**config.mk**
```make
export PLATFORM = sky130hd
export DESIGN_NAME = irq_prio_core
export DESIGN_NICKNAME = d
export VERILOG_FILES = /design/src/rtl/irq_prio_pkg.sv /design/src/rtl/irq_pend_store.sv /design/src/rtl/irq_min_select.sv /design/src/rtl/irq_basepri_reg.sv /design/src/rtl/irq_prio_core.sv
export SDC_FILE = /design/constraint.sdc
export NUM_CORES = 1
export LEC_CHECK = 0
export ABC_AREA = 1
export BUFFER_PORTS_ARGS = -buffer_cell sky130_fd_sc_hd__buf_2
export CAP_MARGIN = 20
export CORE_MARGIN = 1.5
export CORE_UTILIZATION = 57
export DETAILED_ROUTE_END_ITERATION = 8
export PLACE_DENSITY_LB_ADDON = 0.15
export SYNTH_ARGS = -nofsm -noshare
export SYNTH_HDL_FRONTEND = slang
export SYNTH_SLANG_ARGS = --single-unit
export TNS_END_PERCENT = 30
```
**constraint.sdc**
```tcl
create_clock -name clk -period 13.07 [get_ports clk]
set_input_delay 1.307 -clock clk [delete_from_list [all_inputs] [get_ports clk]]
set_output_delay 1.307 -clock clk [all_outputs]
set_load 0.02 [all_outputs]
```
**src/rtl/irq_prio_pkg.sv**
```systemverilog
package irq_prio_pkg;
  localparam int PRIO_W = 8;
  localparam int RUN_W  = PRIO_W + 1;
  localparam logic [RUN_W-1:0] IDLE_LEVEL = RUN_W'(1) << PRIO_W;

  typedef enum logic {
    BP_PLAIN = 1'b0,
    BP_TIGHT = 1'b1
  } bp_mode_e;
endpackage

```
**src/rtl/irq_pend_store.sv**
```systemverilog
module irq_pend_store
  import irq_prio_pkg::*;
#(
  parameter int NUM_IRQ = 8,
  parameter int IDW     = 3
) (
  input  logic                            clk,
  input  logic                            rst_n,
  input  logic [NUM_IRQ-1:0]              pend_set,
  input  logic [NUM_IRQ-1:0]              pend_clr,
  input  logic                            ack_clr,
  input  logic [IDW-1:0]                  ack_idx,
  input  logic                            prio_we,
  input  logic [IDW-1:0]                  prio_idx,
  input  logic [PRIO_W-1:0]               prio_wdata,
  output logic [NUM_IRQ-1:0]              pend_q,
  output logic [NUM_IRQ-1:0][PRIO_W-1:0]  prio_q
);

  for (genvar g = 0; g < NUM_IRQ; g++) begin : g_src
    logic drop;
    assign drop = pend_clr[g] || (ack_clr && (ack_idx == IDW'(g)));

    always_ff @(posedge clk) begin
      if (!rst_n)          pend_q[g] <= 1'b0;
      else if (pend_set[g]) pend_q[g] <= 1'b1;
      else if (drop)        pend_q[g] <= 1'b0;
    end

    always_ff @(posedge clk) begin
      if (!rst_n)                                  prio_q[g] <= '0;
      else if (prio_we && (prio_idx == IDW'(g)))   prio_q[g] <= prio_wdata;
    end


    set_wins_chk: assert property (@(posedge clk) disable iff (!rst_n)
      pend_set[g] |=> pend_q[g]);
  end

endmodule

```
**src/rtl/irq_min_select.sv**
```systemverilog
module irq_min_select
  import irq_prio_pkg::*;
#(
  parameter int NUM_IRQ = 8,
  parameter int IDW     = 3
) (
  input  logic                            clk,
  input  logic                            rst_n,
  input  logic [NUM_IRQ-1:0]              pend,
  input  logic [NUM_IRQ-1:0][PRIO_W-1:0]  prio,
  output logic                            found,
  output logic [IDW-1:0]                  win_idx,
  output logic [PRIO_W-1:0]               win_prio
);

  always_comb begin
    found    = 1'b0;
    win_idx  = '0;
    win_prio = '1;
    for (int i = 0; i < NUM_IRQ; i++) begin
      if (pend[i] && (!found || (prio[i] < win_prio))) begin
        found    = 1'b1;
        win_idx  = IDW'(i);
        win_prio = prio[i];
      end
    end
  end

  for (genvar g = 0; g < NUM_IRQ; g++) begin : g_ord

    min_order_chk: assert property (@(posedge clk) disable iff (!rst_n)
      pend[g] |-> found && ((prio[g] > win_prio) ||
                            ((prio[g] == win_prio) && (IDW'(g) >= win_idx))));
  end

endmodule

```
**src/rtl/irq_basepri_reg.sv**
```systemverilog
module irq_basepri_reg
  import irq_prio_pkg::*;
#(
  parameter int WR_W = 32
) (
  input  logic              clk,
  input  logic              rst_n,
  input  logic              we,
  input  bp_mode_e          mode,
  input  logic [WR_W-1:0]   wdata,
  output logic [PRIO_W-1:0] bp_q
);

  logic [PRIO_W-1:0] trunc;
  logic              unused_hi;
  logic              accept;
  logic              changed;

  assign trunc     = wdata[PRIO_W-1:0];
  assign unused_hi = ^wdata[WR_W-1:PRIO_W];

  always_comb begin
    accept = 1'b0;
    unique case (mode)
      BP_PLAIN: accept = 1'b1;
      BP_TIGHT: accept = (trunc != '0) && ((bp_q == '0) || (trunc < bp_q));
      default:  accept = 1'b0;
    endcase
  end

  assign changed = we && accept && (trunc != bp_q);

  always_ff @(posedge clk) begin
    if (!rst_n)       bp_q <= '0;
    else if (changed) bp_q <= trunc;
  end


  tight_only_chk: assert property (@(posedge clk) disable iff (!rst_n)
    (we && (mode == BP_TIGHT)) |=>
      (bp_q == $past(bp_q)) ||
      ((bp_q != '0) && (($past(bp_q) == '0) || (bp_q < $past(bp_q)))));


  same_value_chk: assert property (@(posedge clk) disable iff (!rst_n)
    (we && (trunc == bp_q)) |=> $stable(bp_q));


  plain_load_chk: assert property (@(posedge clk) disable iff (!rst_n)
    (we && (mode == BP_PLAIN)) |=> (bp_q == $past(trunc)));

endmodule

```
**src/rtl/irq_prio_core.sv**
```systemverilog
module irq_prio_core
  import irq_prio_pkg::*;
#(
  parameter int NUM_IRQ = 8,
  parameter int WR_W    = 32,
  localparam int IDW    = (NUM_IRQ > 1) ? $clog2(NUM_IRQ) : 1
) (
  input  logic                 clk,
  input  logic                 rst_n,
  input  logic [NUM_IRQ-1:0]   pend_set,
  input  logic [NUM_IRQ-1:0]   pend_clr,
  input  logic                 prio_we,
  input  logic [IDW-1:0]       prio_idx,
  input  logic [PRIO_W-1:0]    prio_wdata,
  input  logic                 mask_we,
  input  logic [RUN_W-1:0]     mask_wdata,
  input  logic                 bp_we,
  input  logic                 bp_max,
  input  logic [WR_W-1:0]      bp_wdata,
  input  logic                 ack,
  input  logic                 cmpl,
  output logic                 irq_req,
  output logic                 irq_valid,
  output logic [IDW-1:0]       irq_id,
  output logic [PRIO_W-1:0]    irq_prio,
  output logic [PRIO_W-1:0]    bp_value,
  output logic [RUN_W-1:0]     running_prio
);

  logic [NUM_IRQ-1:0]             pend_q;
  logic [NUM_IRQ-1:0][PRIO_W-1:0] prio_q;
  logic                           sel_found;
  logic [IDW-1:0]                 sel_idx;
  logic [PRIO_W-1:0]              sel_prio;
  logic [RUN_W-1:0]               mask_q;
  logic [RUN_W-1:0]               run_q;
  logic                           ack_fire;
  logic                           pass_mask;
  logic                           pass_bp;
  logic                           valid_d;
  logic                           req_d;
  bp_mode_e                       bp_mode;

  assign ack_fire = ack && irq_req && !cmpl;
  assign bp_mode  = bp_max ? BP_TIGHT : BP_PLAIN;

  irq_pend_store #(.NUM_IRQ(NUM_IRQ), .IDW(IDW)) u_store (
    .clk        (clk),
    .rst_n      (rst_n),
    .pend_set   (pend_set),
    .pend_clr   (pend_clr),
    .ack_clr    (ack_fire),
    .ack_idx    (irq_id),
    .prio_we    (prio_we),
    .prio_idx   (prio_idx),
    .prio_wdata (prio_wdata),
    .pend_q     (pend_q),
    .prio_q     (prio_q)
  );

  irq_min_select #(.NUM_IRQ(NUM_IRQ), .IDW(IDW)) u_sel (
    .clk      (clk),
    .rst_n    (rst_n),
    .pend     (pend_q),
    .prio     (prio_q),
    .found    (sel_found),
    .win_idx  (sel_idx),
    .win_prio (sel_prio)
  );

  irq_basepri_reg #(.WR_W(WR_W)) u_bp (
    .clk   (clk),
    .rst_n (rst_n),
    .we    (bp_we),
    .mode  (bp_mode),
    .wdata (bp_wdata),
    .bp_q  (bp_value)
  );

  always_ff @(posedge clk) begin
    if (!rst_n)       mask_q <= IDLE_LEVEL;
    else if (mask_we) mask_q <= mask_wdata;
  end

  always_ff @(posedge clk) begin
    if (!rst_n)        run_q <= IDLE_LEVEL;
    else if (cmpl)     run_q <= IDLE_LEVEL;
    else if (ack_fire) run_q <= {1'b0, irq_prio};
  end
  assign running_prio = run_q;

  assign pass_mask = {1'b0, sel_prio} < mask_q;
  assign pass_bp   = (bp_value == '0) || (sel_prio < bp_value);
  assign valid_d   = sel_found && pass_mask && pass_bp;
  assign req_d     = valid_d && ({1'b0, sel_prio} < run_q);

  always_ff @(posedge clk) begin
    if (!rst_n) begin
      irq_valid <= 1'b0;
      irq_req   <= 1'b0;
      irq_id    <= '0;
      irq_prio  <= '0;
    end else begin
      irq_valid <= valid_d;
      irq_req   <= req_d;
      irq_id    <= sel_idx;
      irq_prio  <= sel_prio;
    end
  end


  valid_mask_chk: assert property (@(posedge clk) disable iff (!rst_n)
    irq_valid |-> ({1'b0, irq_prio} < $past(mask_q)));


  valid_bp_chk: assert property (@(posedge clk) disable iff (!rst_n)
    (irq_valid && ($past(bp_value) != '0)) |-> (irq_prio < $past(bp_value)));


  req_run_chk: assert property (@(posedge clk) disable iff (!rst_n)
    irq_req |-> (irq_valid && ({1'b0, irq_prio} < $past(run_q))));


  cmpl_idle_chk: assert property (@(posedge clk) disable iff (!rst_n)
    cmpl |=> (run_q == IDLE_LEVEL));


  ack_run_chk: assert property (@(posedge clk) disable iff (!rst_n)
    (ack && irq_req && !cmpl) |=> (run_q == {1'b0, $past(irq_prio)}));

endmodule

```
==> results by group <==
Detailed routing
  • Initial DRT Pass Iterations: 5
  • Final wirelength: 16.81 mm
  • DRT antenna net count: 0
  • Via total after detailed routing: 6317
  • WL/cell: 14.21 um
  • Drt initial violations: 418
  • Via density: 5.340
  • # DRC: 0

Logic synthesis
  • Syn Area/Cell: 6.818 um2
  • Mapped Cells: 976
  • Sequential area share after synthesis: 33.40%
  • Synthesis Warnings: 0
  • Yosys reg bits: 111
  • Netlist cell types: 33
  • Syn nets: 1118
  • Synthesized area: 6654 um2

Timing
  • Min Tclk post-route: 11.78 ns
  • Final Cycle Share: 90.15%
  • Relative slew margins: 45.04%
  • Final Skew: 0.007312 ns
  • Setup TNS: 0 ns
  • Endpoints failing hold: 0
  • Measured slew at the worst slew-check pin: 0.8221 ns
  • Final setup fails: 0
  • Hold_ws: 0.4606 ns
  • RSZ-0062 raised after global routing: no
  • Max Slew Vio Count: 0
  • Peak Freq: 84.87 MHz

Job
  • Max-cap violation count: 0

Min path
  • Hold Path Class: register to register

Final layout
  • Commonest non-fill, non-tap cell in the layout: nor2_1
  • Multi-input gate area: 3881 um2
  • Share of cells above drive strength 1: 12.98%
  • Post-route cell area: 7463 um2
  • Fillcell total: 1078
  • Storage cell area: 2222 um2
  • Most frequent cells in the layout: nor2_1 (169), nand2_1 (167), o21ai_0 (121)
  • Synth-to-layout area growth: 12.17%
  • Final #Nets: 1177
  • Ant. Diodes: 0
  • Fin util: 65.36%

Critical path
  • Most frequent CP cell: a21oi_1
  • Max FO, Critical Path: 18
  • Critical path class: register to register
  • CP peak stage delay: 0.50 ns
  • Setup crit start kind: register
  • CP Capture Type: register
  • Data required, critical path: 13.37 ns
  • Slowest cell on crit path: dfxtp_1
  • WP data arrival: 12.08 ns

Global routing
  • Grt total ovfl: 0
  • Initial antenna violation count: 0
  • First-pass GRT wire length: 27.54 mm
  • Vias in the first global route: 5586
  • All-Layer GR Usage: 27.58%
  • Pin count of the biggest net entering global routing: 82

CTS
  • Clock tree sinks: 111
  • Clk buf depth: 2
  • Root buf cell: clkbuf_16
  • H-tree levels: 3
  • Cts hold-fix bufs: 0
  • TritonCTS clock tree: yes
  • Clock latency on the worst-skew pair: 0.36 ns
  • Cts bufs inserted: 9
  • CTS clk-pin slew, worst paths: 0.07 ns

Die
  • Io pins: 106
  • Die height: 111.0 um
  • Die ar.: 12330 um2
  • Die W: 111.0 um
  • Row cnt: 39
  • Core Region: 11420 um2
  • Initial Utilization: 58.27%

Power and ir drop
  • VDD IR max: 0.08803 mV
  • Static leakage: 3.688 nW
  • PwrDens: 124.2 nW/um2
  • Design Power: 0.0009266 W

Placement
  • Post-DP HPWL: 12.68 mm
  • DP Area: 7111 um2
  • Gpl congestion: 0.8555
  • IO buf count: 81

Outcome
  • Status: finished, final reports clean
-- through the flow --
step | cells | worst slack (ns)
finish | 1183 | 1.287
floorplan | 976 | 2.554
detailed placement | 1167 | 1.467
CTS | 1183 | 1.261
global route | 1183 | 0.04532
global placement | 1167 | 1.668
-- area by class of cell --
cell class | instances | share of cell area [%]
clock buffer | 9 | 3.018
tap | 143 | 2.397
inverter | 111 | 5.583
timing repair buffer | 82 | 5.532
clock inverter | 7 | 1.693
sequential | 111 | 29.77
multi-input combinational | 720 | 52.00
-- worst max-delay path, delay by kind of cell, from the launching register on --
family | cells | cell delay [ns]
AO/OA/AOI/OAI | 26 | 5.18
flip-flops | 1 | 0.50
adder cells (fa/ha/maj) | 8 | 2.44
buffers and inverters | 1 | 0.23
AND/OR/NAND/NOR | 33 | 3.37
-- metal layers --
layer	vias to the layer above	track usage, %	part of all wire [%]
met3	19	4.210	4.7
met5	-	0	0
met2	142	44.53	45
li1	3328	-	-
met1	2828	38.85	49
met4	0	6.835	1.3
-- cells by family after synthesis --
| group | synth area share (%) |
|---|---|
| AND/OR/NAND/NOR | 27.34 |
| AO/OA/AOI/OAI | 18.56 |
| adder cells (fa/ha/maj) | 12.41 |
| flip-flops | 33.40 |
| buffers and inverters | 8.292 |
-- state kept, by name (all words and copies together) (netlist names), 3 cells and up --
| signal | flops |
|---|---|
| u_store.pend_q | 8 |
| u_bp.bp_q | 8 |
| irq_prio | 8 |
| u_store.prio_q | 64 |
| mask_q | 9 |
| irq_id | 3 |
| running_prio | 9 |
-- power breakdown --
part / total [W] / switching, W / internal (W) / leakage [nW]
clock network: 0.000326 / 0.000135 / 0.000190 / 0.169
logic: 0.000228 / 0.000146 / 0.0000816 / 2.61
registers: 0.000373 / 0.0000153 / 0.000358 / 0.909
-- synth_stat cells (all sizes together) --
master	instances	area share, %
a2111oi	1	0.13
a211oi	11	1.2
a21boi	1	0.11
a21oi	67	5.0
a22o	1	0.13
a2bb2oi	1	0.13
a31oi	2	0.19
and2	1	0.094
buf	1	0.075
clkbuf	33	2.0
clkinv	2	0.11
dfxtp	111	33
ha	66	12
inv	109	6.1
nand2	191	12
nand3	50	3.8
nand3b	1	0.11
nand4	4	0.38
nor2	169	9.5
nor3	5	0.38
nor4	7	0.66
o211ai	1	0.11
o21a	8	0.90
o21ai	121	9.1
o21bai	6	0.68
o221ai	1	0.13
o31a	1	0.13
o41ai	4	0.53
-- worst paths after layout --
kind                      from           endpoint  slack, ns  cells after the start
min reg2reg  u_store.prio_q[0]  u_store.prio_q[0]       0.46                      2
max          u_store.pend_q[0]            irq_req       1.29                     68
min          u_store.prio_q[0]  u_store.prio_q[0]       0.46                      2
max reg2reg  u_store.pend_q[0]            irq_req       1.29                     68
-- timing repair --
item	CTS	global route
endpoints found under the setup margin	0	1
gates resized for setup	0	1
buffers inserted	0	0
Note: power is estimated with default switching activity, not from simulation.
